`config.mk`:
```
export PLATFORM = sky130hd
export DESIGN_NAME = sleep_seq_top
export DESIGN_NICKNAME = d
export VERILOG_FILES = /design/src/rtl/sleep_seq_pkg.sv /design/src/rtl/sleep_seq_cfg.sv /design/src/rtl/sleep_seq_timer.sv /design/src/rtl/sleep_seq_lane.sv /design/src/rtl/sleep_seq_fsm.sv /design/src/rtl/sleep_seq_top.sv
export SDC_FILE = /design/constraint.sdc
export NUM_CORES = 1
export LEC_CHECK = 0
export ABC_CLOCK_PERIOD_IN_PS = 11880
export BUFFER_PORTS_ARGS = -buffer_cell sky130_fd_sc_hd__buf_2
export CORE_MARGIN = 2
export CORE_UTILIZATION = 60
export CTS_CLUSTER_DIAMETER = 30
export DETAILED_ROUTE_END_ITERATION = 10
export GPL_TIMING_DRIVEN = 1
export PLACE_DENSITY = 0.77
export SLEW_MARGIN = 20
export SYNTH_ARGS = -nofsm -noshare
export SYNTH_HDL_FRONTEND = slang
export SYNTH_HIERARCHICAL = 1
export SYNTH_SLANG_ARGS = --single-unit
```
`constraint.sdc`:
```
create_clock -name clk -period 11.88 [get_ports clk]
set_clock_uncertainty 0.1 [all_clocks]
set_input_delay 0 -clock clk [delete_from_list [all_inputs] [get_ports clk]]
set_output_delay 0 -clock clk [all_outputs]
set_load 0.1 [all_outputs]
```
`src/rtl/sleep_seq_pkg.sv`:
```
`timescale 1ns/1ps
package sleep_seq_pkg;
  localparam int NCTL       = 5;
  localparam int CI_ISO_IN  = 0;
  localparam int CI_GEN_A   = 1;
  localparam int CI_GEN_B   = 2;
  localparam int CI_ISO_OUT = 3;
  localparam int CI_CLK_OFF = 4;

  typedef enum logic [2:0] {
    ST_IDLE,
    ST_REQ,
    ST_ENTER,
    ST_ASLEEP,
    ST_WAKE
  } seq_state_e;

  typedef enum logic [1:0] {
    SS_IDLE     = 2'd0,
    SS_ENTERING = 2'd1,
    SS_ASLEEP   = 2'd2,
    SS_WAKING   = 2'd3
  } seq_status_e;
endpackage

```
`src/rtl/sleep_seq_cfg.sv`:
```
`timescale 1ns/1ps
module sleep_seq_cfg
  import sleep_seq_pkg::*;
#(
  parameter int DLY_W = 8
) (
  input  logic                       clk,
  input  logic                       rst,
  input  logic                       wr_ok,
  input  logic [2:0]                 sel,
  input  logic                       en_in,
  input  logic [DLY_W-1:0]           dly_in,
  output logic [NCTL-1:0]            en_q,
  output logic [NCTL-1:0][DLY_W-1:0] dly_q,
  output logic [DLY_W-1:0]           dmax,
  output logic                       cfg_err,
  output logic                       wr_pend
);
  logic err_c;

  // settings storage, written only when the sequencer allows it
  always_ff @(posedge clk) begin
    if (rst) begin
      en_q    <= '0;
      dly_q   <= '0;
      wr_pend <= 1'b0;
    end else begin
      wr_pend <= wr_ok;
      if (wr_ok && (int'(sel) < NCTL)) begin
        en_q[sel]  <= en_in;
        dly_q[sel] <= dly_in;
      end
    end
  end

  // ordering rule check between the enabled controls
  always_comb begin
    err_c = 1'b0;
    for (int g = CI_GEN_A; g <= CI_GEN_B; g++) begin
      if (en_q[g] && en_q[CI_ISO_IN] && (dly_q[CI_ISO_IN] >= dly_q[g]))
        err_c = 1'b1;
      if (en_q[g] && en_q[CI_ISO_OUT] && (dly_q[g] >= dly_q[CI_ISO_OUT]))
        err_c = 1'b1;
    end
    if (en_q[CI_CLK_OFF]) begin
      for (int x = CI_GEN_A; x <= CI_ISO_OUT; x++) begin
        if (en_q[x] && (dly_q[x] >= dly_q[CI_CLK_OFF]))
          err_c = 1'b1;
      end
    end
  end

  // longest enabled delay: end of entry and length of wake
  always_comb begin
    dmax = '0;
    for (int k = 0; k < NCTL; k++) begin
      if (en_q[k] && (dly_q[k] > dmax))
        dmax = dly_q[k];
    end
  end

  always_ff @(posedge clk) begin
    if (rst) cfg_err <= 1'b0;
    else     cfg_err <= err_c;
  end
endmodule

```
`src/rtl/sleep_seq_timer.sv`:
```
`timescale 1ns/1ps
module sleep_seq_timer #(
  parameter int DLY_W = 8
) (
  input  logic             clk,
  input  logic             rst,
  input  logic             restart,
  input  logic             tick,
  output logic [DLY_W-1:0] elapsed
);
  localparam logic [DLY_W-1:0] CNT_MAX = '1;

  logic [DLY_W-1:0] cnt_q;

  // elapsed ticks including this cycle's tick; zero on a phase start
  always_comb begin
    if (restart)
      elapsed = '0;
    else if (tick && (cnt_q != CNT_MAX))
      elapsed = cnt_q + 1'b1;
    else
      elapsed = cnt_q;
  end

  always_ff @(posedge clk) begin
    if (rst) cnt_q <= '0;
    else     cnt_q <= elapsed;
  end
endmodule

```
`src/rtl/sleep_seq_lane.sv`:
```
`timescale 1ns/1ps
module sleep_seq_lane #(
  parameter int DLY_W          = 8,
  parameter bit FORCE_WAKE_REL = 1'b0
) (
  input  logic             clk,
  input  logic             rst,
  input  logic             en,
  input  logic [DLY_W-1:0] dly,
  input  logic [DLY_W-1:0] dmax,
  input  logic [DLY_W-1:0] elapsed,
  input  logic             asrt_win,
  input  logic             rel_win,
  input  logic             wake_edge,
  output logic             on
);
  logic [DLY_W-1:0] rel_at;
  logic             rel_now;

  // mirrored release point gives the reverse order on wake
  assign rel_at  = (dmax >= dly) ? (dmax - dly) : '0;
  assign rel_now = rel_win && ((elapsed >= rel_at) || (FORCE_WAKE_REL && wake_edge));

  always_ff @(posedge clk) begin
    if (rst)
      on <= 1'b0;
    else if (rel_now)
      on <= 1'b0;
    else if (asrt_win && en && (elapsed >= dly))
      on <= 1'b1;
  end
endmodule

```
`src/rtl/sleep_seq_fsm.sv`:
```
`timescale 1ns/1ps
module sleep_seq_fsm
  import sleep_seq_pkg::*;
#(
  parameter int DLY_W = 8
) (
  input  logic             clk,
  input  logic             rst,
  input  logic             sleep_go,
  input  logic             wake_evt,
  input  logic             slp_ack,
  input  logic             cfg_we,
  input  logic             wr_pend,
  input  logic             cfg_err,
  input  logic [DLY_W-1:0] elapsed,
  input  logic [DLY_W-1:0] dmax,
  output logic             restart,
  output logic             asrt_win,
  output logic             rel_win,
  output logic             wake_edge,
  output logic             idle,
  output logic             slp_req,
  output logic [1:0]       status
);
  seq_state_e st_q, st_nx;
  logic       ack_edge;

  assign ack_edge  = (st_q == ST_REQ) && slp_ack;
  assign wake_edge = (st_q == ST_ASLEEP) && wake_evt;
  assign restart   = ack_edge || wake_edge;
  assign asrt_win  = ack_edge || (st_q == ST_ENTER);
  assign rel_win   = wake_edge || (st_q == ST_WAKE);
  assign idle      = (st_q == ST_IDLE);

  always_comb begin
    st_nx = st_q;
    case (st_q)
      ST_IDLE:   if (sleep_go && !cfg_we && !wr_pend && !cfg_err) st_nx = ST_REQ;
      ST_REQ:    if (slp_ack) st_nx = ST_ENTER;
      ST_ENTER:  if (elapsed >= dmax) st_nx = ST_ASLEEP;
      ST_ASLEEP: if (wake_evt) st_nx = ST_WAKE;
      ST_WAKE:   if (elapsed >= dmax) st_nx = ST_IDLE;
      default:   st_nx = ST_IDLE;
    endcase
  end

  always_ff @(posedge clk) begin
    if (rst) begin
      st_q    <= ST_IDLE;
      slp_req <= 1'b0;
      status  <= SS_IDLE;
    end else begin
      st_q    <= st_nx;
      slp_req <= (st_nx == ST_REQ) || (st_nx == ST_ENTER) || (st_nx == ST_ASLEEP);
      case (st_nx)
        ST_REQ, ST_ENTER: status <= SS_ENTERING;
        ST_ASLEEP:        status <= SS_ASLEEP;
        ST_WAKE:          status <= SS_WAKING;
        default:          status <= SS_IDLE;
      endcase
    end
  end
endmodule

```
`src/rtl/sleep_seq_top.sv`:
```
`timescale 1ns/1ps
module sleep_seq_top
  import sleep_seq_pkg::*;
#(
  parameter int DLY_W = 8
) (
  input  logic             clk,
  input  logic             rst,
  input  logic             tick,
  input  logic             sleep_go,
  input  logic             wake_evt,
  input  logic             slp_ack,
  input  logic             cfg_we,
  input  logic [2:0]       cfg_sel,
  input  logic             cfg_en,
  input  logic [DLY_W-1:0] cfg_dly,
  output logic             slp_req,
  output logic             iso_in,
  output logic             gen_a,
  output logic             gen_b,
  output logic             iso_out,
  output logic             clk_off_n,
  output logic             cfg_err,
  output logic [1:0]       status
);
  logic [NCTL-1:0]            en_q;
  logic [NCTL-1:0][DLY_W-1:0] dly_q;
  logic [DLY_W-1:0]           dmax;
  logic [DLY_W-1:0]           elapsed;
  logic                       wr_pend, restart, asrt_win, rel_win, wake_edge, idle;
  logic [NCTL-1:0]            ctl_on;

  sleep_seq_cfg #(.DLY_W(DLY_W)) i_cfg (
    .clk     (clk),
    .rst     (rst),
    .wr_ok   (cfg_we && idle),
    .sel     (cfg_sel),
    .en_in   (cfg_en),
    .dly_in  (cfg_dly),
    .en_q    (en_q),
    .dly_q   (dly_q),
    .dmax    (dmax),
    .cfg_err (cfg_err),
    .wr_pend (wr_pend)
  );

  sleep_seq_timer #(.DLY_W(DLY_W)) i_timer (
    .clk     (clk),
    .rst     (rst),
    .restart (restart),
    .tick    (tick),
    .elapsed (elapsed)
  );

  sleep_seq_fsm #(.DLY_W(DLY_W)) i_fsm (
    .clk       (clk),
    .rst       (rst),
    .sleep_go  (sleep_go),
    .wake_evt  (wake_evt),
    .slp_ack   (slp_ack),
    .cfg_we    (cfg_we),
    .wr_pend   (wr_pend),
    .cfg_err   (cfg_err),
    .elapsed   (elapsed),
    .dmax      (dmax),
    .restart   (restart),
    .asrt_win  (asrt_win),
    .rel_win   (rel_win),
    .wake_edge (wake_edge),
    .idle      (idle),
    .slp_req   (slp_req),
    .status    (status)
  );

  for (genvar g = 0; g < NCTL; g++) begin : g_lane
    sleep_seq_lane #(
      .DLY_W          (DLY_W),
      .FORCE_WAKE_REL (g == CI_CLK_OFF)
    ) i_lane (
      .clk       (clk),
      .rst       (rst),
      .en        (en_q[g]),
      .dly       (dly_q[g]),
      .dmax      (dmax),
      .elapsed   (elapsed),
      .asrt_win  (asrt_win),
      .rel_win   (rel_win),
      .wake_edge (wake_edge),
      .on        (ctl_on[g])
    );
  end

  assign iso_in    = ctl_on[CI_ISO_IN];
  assign gen_a     = ctl_on[CI_GEN_A];
  assign gen_b     = ctl_on[CI_GEN_B];
  assign iso_out   = ctl_on[CI_ISO_OUT];
  assign clk_off_n = ~ctl_on[CI_CLK_OFF];
endmodule

```
# Word level (Yosys, flattened, before mapping)
# Cells that the tools add are included.
# totals
register_bits,66
ramBits,0
input_bits,19
mem_bits_ro,0
elab_cells,153
latchBits,0
output_inout_bits,9
mem_count,0
# classes
n_addsub,6
n_reduce_logical,56
bitwise,1
n_div,0
multipliers,0
shift,0
order_cmp,31
n_mux,33
n_eq_ne,9
# op_table
cell,count
$ge A8 B8 Y1,23
$mux W8,13
$bwmux W40,1
$logic_and A1 B1 Y1,40
$sub A8 B8 Y8,5
$gt A8 B8 Y1,4
$demux W8 S3,1
$mux W3,5
$pmux W3 S5,1
$eq A3 B2 Y1 const B,4
$reduce_or A2 Y1,6
$mux W1,9
$add A8 B1 Y8 const B,1
$gt A8 B1 Y1 const B,1
$ne A8 B8 Y1 const B,1
$eq A3 B1 Y1 const B,2
$eq A3 B3 Y1 const B,2
$logic_or A1 B1 Y1,6
$pmux W2 S3,1
$bwmux W5,1
$lt A3 B4 Y1 const B,1
$demux W1 S3,1
$ge A3 B1 Y1 const B,1
$logic_not A1 Y1,3
other kinds (3),3

# Logic depth before layout (Yosys ltp)
# Gate-level depths: netlist of the first run.
# depth
ltp_word,21
ltp_mapped,59

# Hierarchy
# Netlist of the first run, hierarchy kept.
# modules_own_cells
mod,area_each_um2,cells_each,n_inst,seq_area_each_um2
sleep_seq_cfg,4406.7,567,1,940.9
sleep_seq_lane (g_lane[1].i_lane ...),785.8,102,3,20.0
sleep_seq_lane (g_lane[0].i_lane),778.2,101,1,20.0
sleep_seq_lane (g_lane[4].i_lane),753.2,95,1,20.0
sleep_seq_timer,591.8,69,1,160.2
sleep_seq_fsm,578.1,76,1,120.1
sleep_seq_top,10.0,2,1,0.0

# Least setup slack after synthesis of the first run
# Ideal clock, no wire load.
# synth_timing
kind,register to register
from,register i_cfg.en_q[0]
to,register g_lane[1].i_lane.on
setup_time_ps,70
required_time_ps,11710
path_stages_with_launch,54
arrival_ps,10026
path_buffers,6
setup_slack_ps,1684
cell_sequence,dfxtp_1 > clkbuf_1 > and2_1 > inv_1 > ha_1 > and4_1 > nand2_1 > and3_4 > nor2_2 > clkbuf_1 > a21o_1 > inv_1 > ha_1 > and3_2 > nand3_4 > or4_4 > o31ai_4 > a221oi_2 > [18 not listed] > o21ai_0 > o211ai_1 > nand2_1 > o221ai_2 > inv_1 > ha_1 > fa_1 > a21boi_0 > o21ai_0 > nand4_1 > a31oi_2 > nor2b_1 > ha_1 > nand2b_1 > a21oi_1 > o21ai_0 > a31o_2 > a21oi_1
# synth_between
elab_chain_cells,19
elab_cells_between_ends,20
cone_classes,add/sub: 1; order compare: 6; mux: 6; reduce/logical: 7
# synth_rtl
item,line_no,text
start: declaration,sleep_seq_cfg.sv:13,"output logic [NCTL-1:0] en_q,"
start signal: indexed assignment,sleep_seq_cfg.sv:30,en_q[sel] <= en_in;
$logic_and A1 B1 Y1 *,sleep_seq_cfg.sv:57,if (en_q[k] && (dly_q[k] > dmax))
$mux W8 *,sleep_seq_cfg.sv:57,
$gt A8 B8 Y1,sleep_seq_cfg.sv:57,
$logic_and A1 B1 Y1,sleep_seq_cfg.sv:57,
$mux W8 *,sleep_seq_cfg.sv:57,
$gt A8 B8 Y1,sleep_seq_cfg.sv:57,
$logic_and A1 B1 Y1,sleep_seq_cfg.sv:57,
$mux W8 *,sleep_seq_cfg.sv:57,
[4 not listed],-,
$logic_and A1 B1 Y1,sleep_seq_cfg.sv:57,
$mux W8 *,sleep_seq_cfg.sv:57,
via dmax[0],sleep_seq_top.sv:28,logic [DLY_W-1:0] dmax;
$sub A8 B8 Y8 or $ge A8 B8 Y1 (tied branches),sleep_seq_lane.sv:21,assign rel_at = (dmax >= dly) ? (dmax - dly) : '0;
$mux W8 *,sleep_seq_lane.sv:21,
$ge A8 B8 Y1 *,sleep_seq_lane.sv:22,assign rel_now = rel_win && ((elapsed >= rel_at) || (FORCE_WAKE_REL && wake_edge));
$logic_and A1 B1 Y1 *,sleep_seq_lane.sv:22,
$reduce_or A2 Y1 (no line) *,-,
end signal: assignment,sleep_seq_lane.sv:26,on <= 1'b0;
end signal: assignment,sleep_seq_lane.sv:28,on <= 1'b0;
end signal: assignment,sleep_seq_lane.sv:30,on <= 1'b1;
end: declaration,sleep_seq_lane.sv:15,output logic on
# The timed path passes the listed nets; every way through them passes the cells marked *.
# A chain may end at the register's enable or synchronous reset.

# Worst setup path after layout of the first run
# layout_timing
from,register i_cfg.en_q[0]
to,register g_lane[3].i_lane.on
# layout_between
elab_chain_cells,19
elab_cells_between_ends,20
cone_classes,add/sub: 1; order compare: 6; mux: 6; reduce/logical: 7
# layout_rtl
item,line_no
$logic_and A1 B1 Y1 *,sleep_seq_cfg.sv:57
$mux W8 *,sleep_seq_cfg.sv:57
$gt A8 B8 Y1,sleep_seq_cfg.sv:57
$logic_and A1 B1 Y1,sleep_seq_cfg.sv:57
$mux W8 *,sleep_seq_cfg.sv:57
$gt A8 B8 Y1,sleep_seq_cfg.sv:57
$logic_and A1 B1 Y1,sleep_seq_cfg.sv:57
$mux W8 *,sleep_seq_cfg.sv:57
[4 not listed],-
$logic_and A1 B1 Y1,sleep_seq_cfg.sv:57
$mux W8 *,sleep_seq_cfg.sv:57
via dmax[0],sleep_seq_top.sv:28
$sub A8 B8 Y8 or $ge A8 B8 Y1 (tied branches),sleep_seq_lane.sv:21
$mux W8 *,sleep_seq_lane.sv:21
$ge A8 B8 Y1 *,sleep_seq_lane.sv:22
$logic_and A1 B1 Y1 *,sleep_seq_lane.sv:22
$reduce_or A2 Y1 (no line) *,-
end signal: assignment,sleep_seq_lane.sv:26
end signal: assignment,sleep_seq_lane.sv:28
end signal: assignment,sleep_seq_lane.sv:30
end: declaration,sleep_seq_lane.sv:15
# Marked as above.

==> results of run 1 <==
-- kinds of logic after synthesis --
logic type               count (synthesis)
multiplexers                             9
XOR/XNOR                                11
adder cells (fa/ha/maj)                219
AND/OR/NAND/NOR                        389
buffers and inverters                  136
AO/OA/AOI/OAI                          386
flip-flops                              66
-- cell usage in the layout, fill, tap and decap left out, types with 6 or more instances in the layout --
| cell | n |
|---|---|
| buf_4 | 14 |
| nand4_1 | 9 |
| inv_1 | 116 |
| and3_1 | 8 |
| a21oi_1 | 118 |
| a21boi_0 | 6 |
| o21ai_0 | 63 |
| ha_1 | 214 |
| nand2_1 | 168 |
| buf_2 | 27 |
| o31a_1 | 9 |
| clkbuf_16 | 9 |
| o2111ai_1 | 15 |
| o21a_1 | 29 |
| xnor2_1 | 10 |
| a31oi_1 | 9 |
| or3_1 | 9 |
| nor4_1 | 6 |
| and2_1 | 7 |
| nor2b_1 | 21 |
| nor2_1 | 52 |
| a211oi_1 | 17 |
| nand2b_1 | 35 |
| nor3_1 | 9 |
| dlygate4sd3_1 | 11 |
| nand3_1 | 20 |
| a21o_1 | 47 |
| dfxtp_1 | 66 |
| and4_1 | 6 |
-- final cells by class --
class | instances | share of cell area
well taps | 211 | 0.0256
repair buffers | 52 | 0.0340
clock inverters | 6 | 0.00632
clock buffers | 10 | 0.0232
inverters | 116 | 0.0423
multi-input cells | 1014 | 0.740
flip-flops and latches | 66 | 0.128
-- power by group --
part           internal, uW  switching (uW)
Clock                   169             111
Sequential              228            13.1
Combinational           104             137
-- metrics by stage --
| stage | utilization | setup slack [ps] |
|---|---|---|
| 2_1_floorplan | - | 1680 |
| 3_5_place_dp | 0.645 | 797 |
| 5_1_grt | 0.672 | 70.0 |
| 3_3_place_gp | 0.645 | 1030 |
| 4_1_cts | 0.672 | 787 |
| 6_report | 0.672 | 844 |
-- timing repair --
action | 4_1_cts | 5_1_grt
gates resized for setup | 0 | 2
hold buffers | 11 | 0
endpoints found under the setup margin | 0 | 5
endpoints found under the hold margin | 47 | 0
-- worst max-delay path, delay by kind of cell (launching register included) --
family | cells | cell delay (ps)
flops | 1 | 570
buf+inv | 3 | 210
fa+ha+maj | 7 | 2090
simple gates | 16 | 3250
compound gates | 24 | 4740
-- routing by layer --
| layer | part of all wire | global-route usage | up-vias |
|---|---|---|---|
| met1 | 0.43 | 0.472 | 4301 |
| met4 | 0.032 | 0.122 | 0 |
| met2 | 0.45 | 0.556 | 377 |
| met3 | 0.087 | 0.0487 | 60 |
| li1 | - | - | 4518 |
| met5 | 0 | 0 | - |
-- worst max-delay path by stage --
stage | start | to | slack, ps | cells past startpoint
after floorplan | i_cfg/en_q[0] | g_lane[1].i_lane/on | 1680 | 53
final | i_cfg/en_q[0] | g_lane[3].i_lane/on | 840 | 50
after detailed placement | i_cfg/en_q[0] | g_lane[3].i_lane/on | 800 | 48
after CTS | i_cfg/en_q[0] | g_lane[3].i_lane/on | 790 | 49
after global placement | i_cfg/en_q[0] | g_lane[3].i_lane/on | 1030 | 49
after global routing | i_cfg/en_q[0] | g_lane[1].i_lane/on | 70 | 50
-- state kept, by name, indices dropped and copies added (netlist names) --
name              count
i_cfg/wr_pend         1
i_cfg/dly_q          40
i_cfg/en_q            5
i_cfg/cfg_err         1
i_fsm/status          2
i_fsm/st_q            3
i_timer/cnt_q         8
g_lane.i_lane/on      5
i_fsm/slp_req         1
==> flow_summary_export.csv, run 1 <==
group,metric,value,unit
timing,fmax,90.6,MHz
critical_path,arrival,11210,ps
floorplan,coreArea,0.0153,mm^2
critical_path,r2r_setup_slack,840,ps
clock_tree,cts-root-buf,"clkbuf_16",
synthesis,muxShareOfSynthArea,0.0112,
finish,antenna_cells,0,
synthesis,netlist_top_cells_count,"ha_1, nand2_1, a21oi_1, inv_1, dfxtp_1",
power,total_power,762,uW
clock_tree,cts_buffers,9,
hold_path,hold_end,"i_cfg/wr_pend",
finish,final_cell_area,0.0103,mm^2
finish,fillCellCount,1309,
floorplan,dieArea,0.0168,mm^2
place,dp_cells,1448,
synthesis,ys_warn_count,6,
synthesis,ys_seq_area_frac,0.139,
timing,finalCritPeriodShare,0.929,
timing,final_hold_viol_count,0,
detailed_routing,first_pass_iters,6,
critical_path,end_kind,"register",
critical_path,r2r_cells,50,
place,placed_area,0.00987,mm^2
place,dpl.hpwl,21400,um
synthesis,synth.ff_latch_count,66,
status,status,"complete, no violations",
synthesis,synth_edf_count,0,
synthesis,synth_adder_area_share,0.293,
timing,rsz0062_at_grt,"no",
timing,finalSetupViolCount,0,
hold_path,worstHoldStart,"cfg_we",
clock_tree,h-tree-depth,3,
global_routing,grt_overflow_total,0,
critical_path,critical_path_required,12060,ps
clock_tree,cts_buffer_depth,2,
global_routing,first_global_vias,8720,
timing,setup_tns,0,ps
hold_path,hold_path.class,"in -> reg",
floorplan,die_w,130,um
synthesis,synth_top_family_by_area,"adder cells",
floorplan,ioPinCount,28,
critical_path,slowest_stage,"dfxtp_1",
detailed_routing,vias,9256,
finish,area_growth,8.64,%
global_routing,grt_use_total,0.345,
synthesis,synthXorXnorAreaFrac,0.0102,
clock_tree,clkLatencyLatePin,340,ps
power,vdd_drop_max,0.000108,V
timing,whs,62.6,ps
timing,finalCriticalPeriod,11040,ps
synthesis,async_flop_share,0,
flow_run,maxCapViolations,0,
synthesis,yosysMostFrequentCell,"ha_1",
synthesis,synthSimpleGateAreaFrac,0.207,
synthesis,synthFlopType,"dfxtp_1",
finish,final_layout_size_suffix_gt1_frac,0.0910,
global_routing,antenna_found_initial,0,
clock_tree,clkSinkCount,66,
critical_path,critPathMaxFanout,15,
critical_path,r2r-start,"i_cfg/en_q[0]",
synthesis,netlist.area_leader.share,0.283,
synthesis,ys_types,89,
hold_path,hold_depth,3,
floorplan,initial_core_util,0.619,
clock_tree,clkSlewWorstSetupHoldPaths,70,ps
synthesis,synth_compound_area_frac,0.279,
power,leakage,0.00431,uW
critical_path,cp-start-kind,"register",
synthesis,avgSynthCellArea,7.79,um^2
clock_tree,post_cts_buffers,0,
detailed_routing,drc_errors,0,
timing,finalMaxSlewViolations,0,
detailed_routing,routed_wl,28500,um
timing,relSlewSlack,0.297,
synthesis,syn_nets,1454,
detailed_routing,wire_per_inst,19.3,um
critical_path,cp_common_cell,"ha_1",
global_routing,grt_pass1_wl,45200,um
detailed_routing,initialDrtViolationCount,842,
power,p_per_area,74.1,mW/mm^2
critical_path,cpPeakStageDelay,570,ps
synthesis,synthTopCellsByArea,"ha_1, dfxtp_1, nand2_1",
critical_path,r2r_end,"g_lane[3].i_lane/on",
synthesis,synth_largest_area_cell,"ha_1",
finish,multi_input_area,0.00762,mm^2
finish,layout.area.seq,0.00132,mm^2
place,io_buffers,27,
critical_path,crit_type,"reg -> reg",
floorplan,rows,45,
detailed_routing,drtAntennaViolNets,0,
detailed_routing,viasPerCell,6.28,
floorplan,die_h,130,um
finish,finalNetCount,1497,
timing,tightest_slew,1050,ps
clock_tree,cts_tree,"done",
global_routing,grt_max_degree,69,
synthesis,netlist_area,0.00948,mm^2
finish,fin_cells,1475,
place,place_congestion,0.992,
synthesis,synth_cells,1216,
No activity file was read; power rests on OpenSTA's default activity.
==> inputs of run 2 (changes only) <==
--- a/config.mk
+++ b/config.mk
@@ -5,14 +5,14 @@
 export SDC_FILE = /design/constraint.sdc
 export NUM_CORES = 1
 export LEC_CHECK = 0
-export ABC_CLOCK_PERIOD_IN_PS = 11880
+export ABC_CLOCK_PERIOD_IN_PS = 9150
 export BUFFER_PORTS_ARGS = -buffer_cell sky130_fd_sc_hd__buf_2
 export CORE_MARGIN = 2
-export CORE_UTILIZATION = 60
+export CORE_UTILIZATION = 59
 export CTS_CLUSTER_DIAMETER = 30
 export DETAILED_ROUTE_END_ITERATION = 10
 export GPL_TIMING_DRIVEN = 1
-export PLACE_DENSITY = 0.77
+export PLACE_DENSITY = 0.79
 export SLEW_MARGIN = 20
 export SYNTH_ARGS = -nofsm -noshare
 export SYNTH_HDL_FRONTEND = slang
==> constraint.sdc (replaced) <==
create_clock -name clk -period 9.15 [get_ports clk]
set_clock_uncertainty 0.1 [all_clocks]
set_input_delay 0 -clock clk [delete_from_list [all_inputs] [get_ports clk]]
set_output_delay 0 -clock clk [all_outputs]
set_load 0.1 [all_outputs]
==> run 2 against run 1 <==
Against the previous run:
- flip-flop and latch count is the same
- the run now ends with negative hold slack, negative setup slack left
- count of clock-buffer cells in the layout increased by 3
- first-iteration DRC count is 6.9% higher
- die area rose by 1.6%
- worst setup slack worse by 1200 ps
- hold slack lost 79 ps
- utilization up 10 points
- highest routed layer unchanged
- maximum frequency is 16% higher
- clock power grew 19%
- sequential power up 29%
- register-to-register slack worse by 1200 ps
- largest cell class unchanged
- final area increased by 18%
==> flow_summary_export.csv, run 2 (synthesis results as in run 1) <==
group,metric,value,unit
finish,final_cell_area,0.0122,mm^2
clock_tree,clkSlewWorstSetupHoldPaths,70,ps
critical_path,r2r_cells,51,
finish,area_growth,28.7,%
finish,antenna_cells,0,
critical_path,arrival,9670,ps
clock_tree,cts_buffer_depth,2,
global_routing,first_global_vias,9733,
clock_tree,h-tree-depth,3,
detailed_routing,initialDrtViolationCount,900,
finish,layout_common_cells,"ha_1, nand2_1, buf_4, a21oi_1, inv_1",
critical_path,crit_type,"reg -> reg",
critical_path,startpoint,"i_cfg/en_q[0]",
power,p_int,673,uW
clock_tree,clkSinkCount,66,
timing,tightest_slew,1130,ps
power,p_seq_frac,0.299,
global_routing,grt_use_total,0.373,
floorplan,die_h,131,um
timing,fmax,105,MHz
hold_path,hold_depth,4,
timing,final_hold_viol_count,3,
detailed_routing,viasPerCell,6.42,
critical_path,r2r-start,"i_cfg/en_q[0]",
status,violations,"negative hold slack, negative setup slack",
critical_path,end_kind,"register",
flow_run,maxCapViolations,0,
global_routing,antenna_found_initial,0,
place,dpl_worst_slack,-401,ps
timing,setup_slack,-356,ps
finish,final_util,0.773,
detailed_routing,routed_wl,33100,um
finish,final_layout_size_suffix_gt1_frac,0.259,
critical_path,worst-path-buf-inv,8,
global_routing,grt_overflow_total,0,
timing,relSlewSlack,0.239,
critical_path,r2r_end,"g_lane[4].i_lane/on",
floorplan,ioPinCount,28,
critical_path,r2r_setup_slack,-360,ps
detailed_routing,first_pass_iters,7,
timing,whs,-16.4,ps
power,power_switching,369,uW
floorplan,die_w,131,um
power,p_comb_frac,0.381,
critical_path,critical_path_required,9320,ps
clock_tree,cts-root-buf,"clkbuf_16",
clock_tree,clkLatencyLatePin,350,ps
floorplan,initial_core_util,0.601,
clock_tree,cts_buffers,9,
global_routing,grt_max_degree,69,
finish,largest_register,"i_cfg/dly_q",
detailed_routing,vias,10371,
power,p_sw_frac,0.354,
status,status,"complete, but fails checks",
detailed_routing,drc_errors,0,
hold_path,hold_end,"i_cfg/dly_q[33]",
finish,layout_commonest_cell,"ha_1",
finish,finalNetCount,1634,
critical_path,critPathMaxFanout,8,
timing,finalCritPeriodShare,1.04,
floorplan,rows,46,
timing,finalSetupViolCount,5,
critical_path,slowest_stage,"or4b_4",
clock_tree,cts_tree,"done",
critical_path,cp_top_family,"compound AO/OA/AOI/OAI gates",
critical_path,cp_common_cell,"ha_4",
finish,largest_reg_flops,40,
place,placed_area,0.0110,mm^2
power,p_per_area,85.5,mW/mm^2
place,place_congestion,0.979,
hold_path,hold_path.class,"in -> reg",
global_routing,grt_pass1_wl,49500,um
power,pwr-share-clk,0.320,
critical_path,cp-start-kind,"register",
timing,rsz0062_at_grt,"yes",
place,io_buffers,27,
timing,finalMaxSlewViolations,0,
power,total_power,1040,uW
critical_path,cpPeakStageDelay,510,ps
finish,top_regs,"i_cfg/dly_q x40, i_timer/cnt_q x8",
detailed_routing,drtAntennaViolNets,0,
place,dpl.hpwl,23600,um
hold_path,worstHoldStart,"cfg_sel[1]",
timing,finalCriticalPeriod,9510,ps
detailed_routing,wire_per_inst,20.5,um
floorplan,dieArea,0.0171,mm^2
power,leakage,0.00512,uW
power,vdd_drop_max,0.000143,V
floorplan,coreArea,0.0158,mm^2
==> run 2: changes by cell type in the layout (fill, tap and decap cells not counted), sizes merged <==
cell         delta
dlygate4sd3     -1
buf           +138
clkinv          -2
inv             -1
bufinv          -1
clkbuf          +3
==> run 2: power groups by stage <==
| stage | clock, uW | combinational [uW] | sequential (uW) |
|---|---|---|---|
| 2_1_floorplan | 0 | 234 | 323 |
| 3_3_place_gp | 0 | 326 | 316 |
| 3_5_place_dp | 0 | 337 | 317 |
| 4_1_cts | 335 | 364 | 310 |
| 5_1_grt | 347 | 432 | 312 |
| 6_report | 333 | 397 | 311 |
==> run 2: per-layer routing <==
layer / part of all wire / track usage / vias up
met4: 0.050 / 0.160 / 0
met2: 0.46 / 0.619 / 543
met1: 0.40 / 0.477 / 4864
met3: 0.094 / 0.0668 / 147
li1: - / - / 4817
met5: 0 / 0 / -
==> run 2: cell type report <==
| class | instances | area (um^2) |
|---|---|---|
| tap | 216 | 270 |
| clock buffer | 13 | 260 |
| multi-input combinational | 1014 | 8430 |
| sequential | 66 | 1330 |
| fill | 1092 | 3580 |
| inverter | 116 | 440 |
| clock inverter | 2 | 12.5 |
| timing repair buffer | 189 | 1450 |
==> run 2: stage by stage <==
stage                     TNS, ps  instances  hold slack (ps)
after detailed placement    -1610       1564              212
after global routing        -2940       1616             17.3
final                       -1090       1616            -16.4
after floorplan             -1440       1216            -30.9
after CTS                    -102       1609             1.72
after global placement       -591       1564              203
==> run 2: worst max path at each step <==
stage | slack [ps] | endpoint | depth (start not counted)
after global placement | -190 | g_lane[4].i_lane/on | 51
after global routing | -660 | g_lane[4].i_lane/on | 51
after floorplan | -310 | g_lane[3].i_lane/on | 54
after detailed placement | -400 | g_lane[4].i_lane/on | 50
after CTS | -90 | g_lane[4].i_lane/on | 52
final | -360 | g_lane[4].i_lane/on | 51
==> run 2: what timing repair did <==
item,in CTS,in global routing
resized for setup,70,46
hold buffers,10,0
endpoints found under the setup margin,5,9
pin swaps,62,34
setup buffers,20,7
hold endpoints to repair,46,0
==> run 2: worst register-to-register path: cells and delay by family (launching register included) <==
| kind | cells | cell delay [ps] |
|---|---|---|
| flops | 1 | 370 |
| simple gates | 15 | 2890 |
| buf+inv | 8 | 840 |
| compound gates | 21 | 3530 |
| fa+ha+maj | 7 | 1690 |
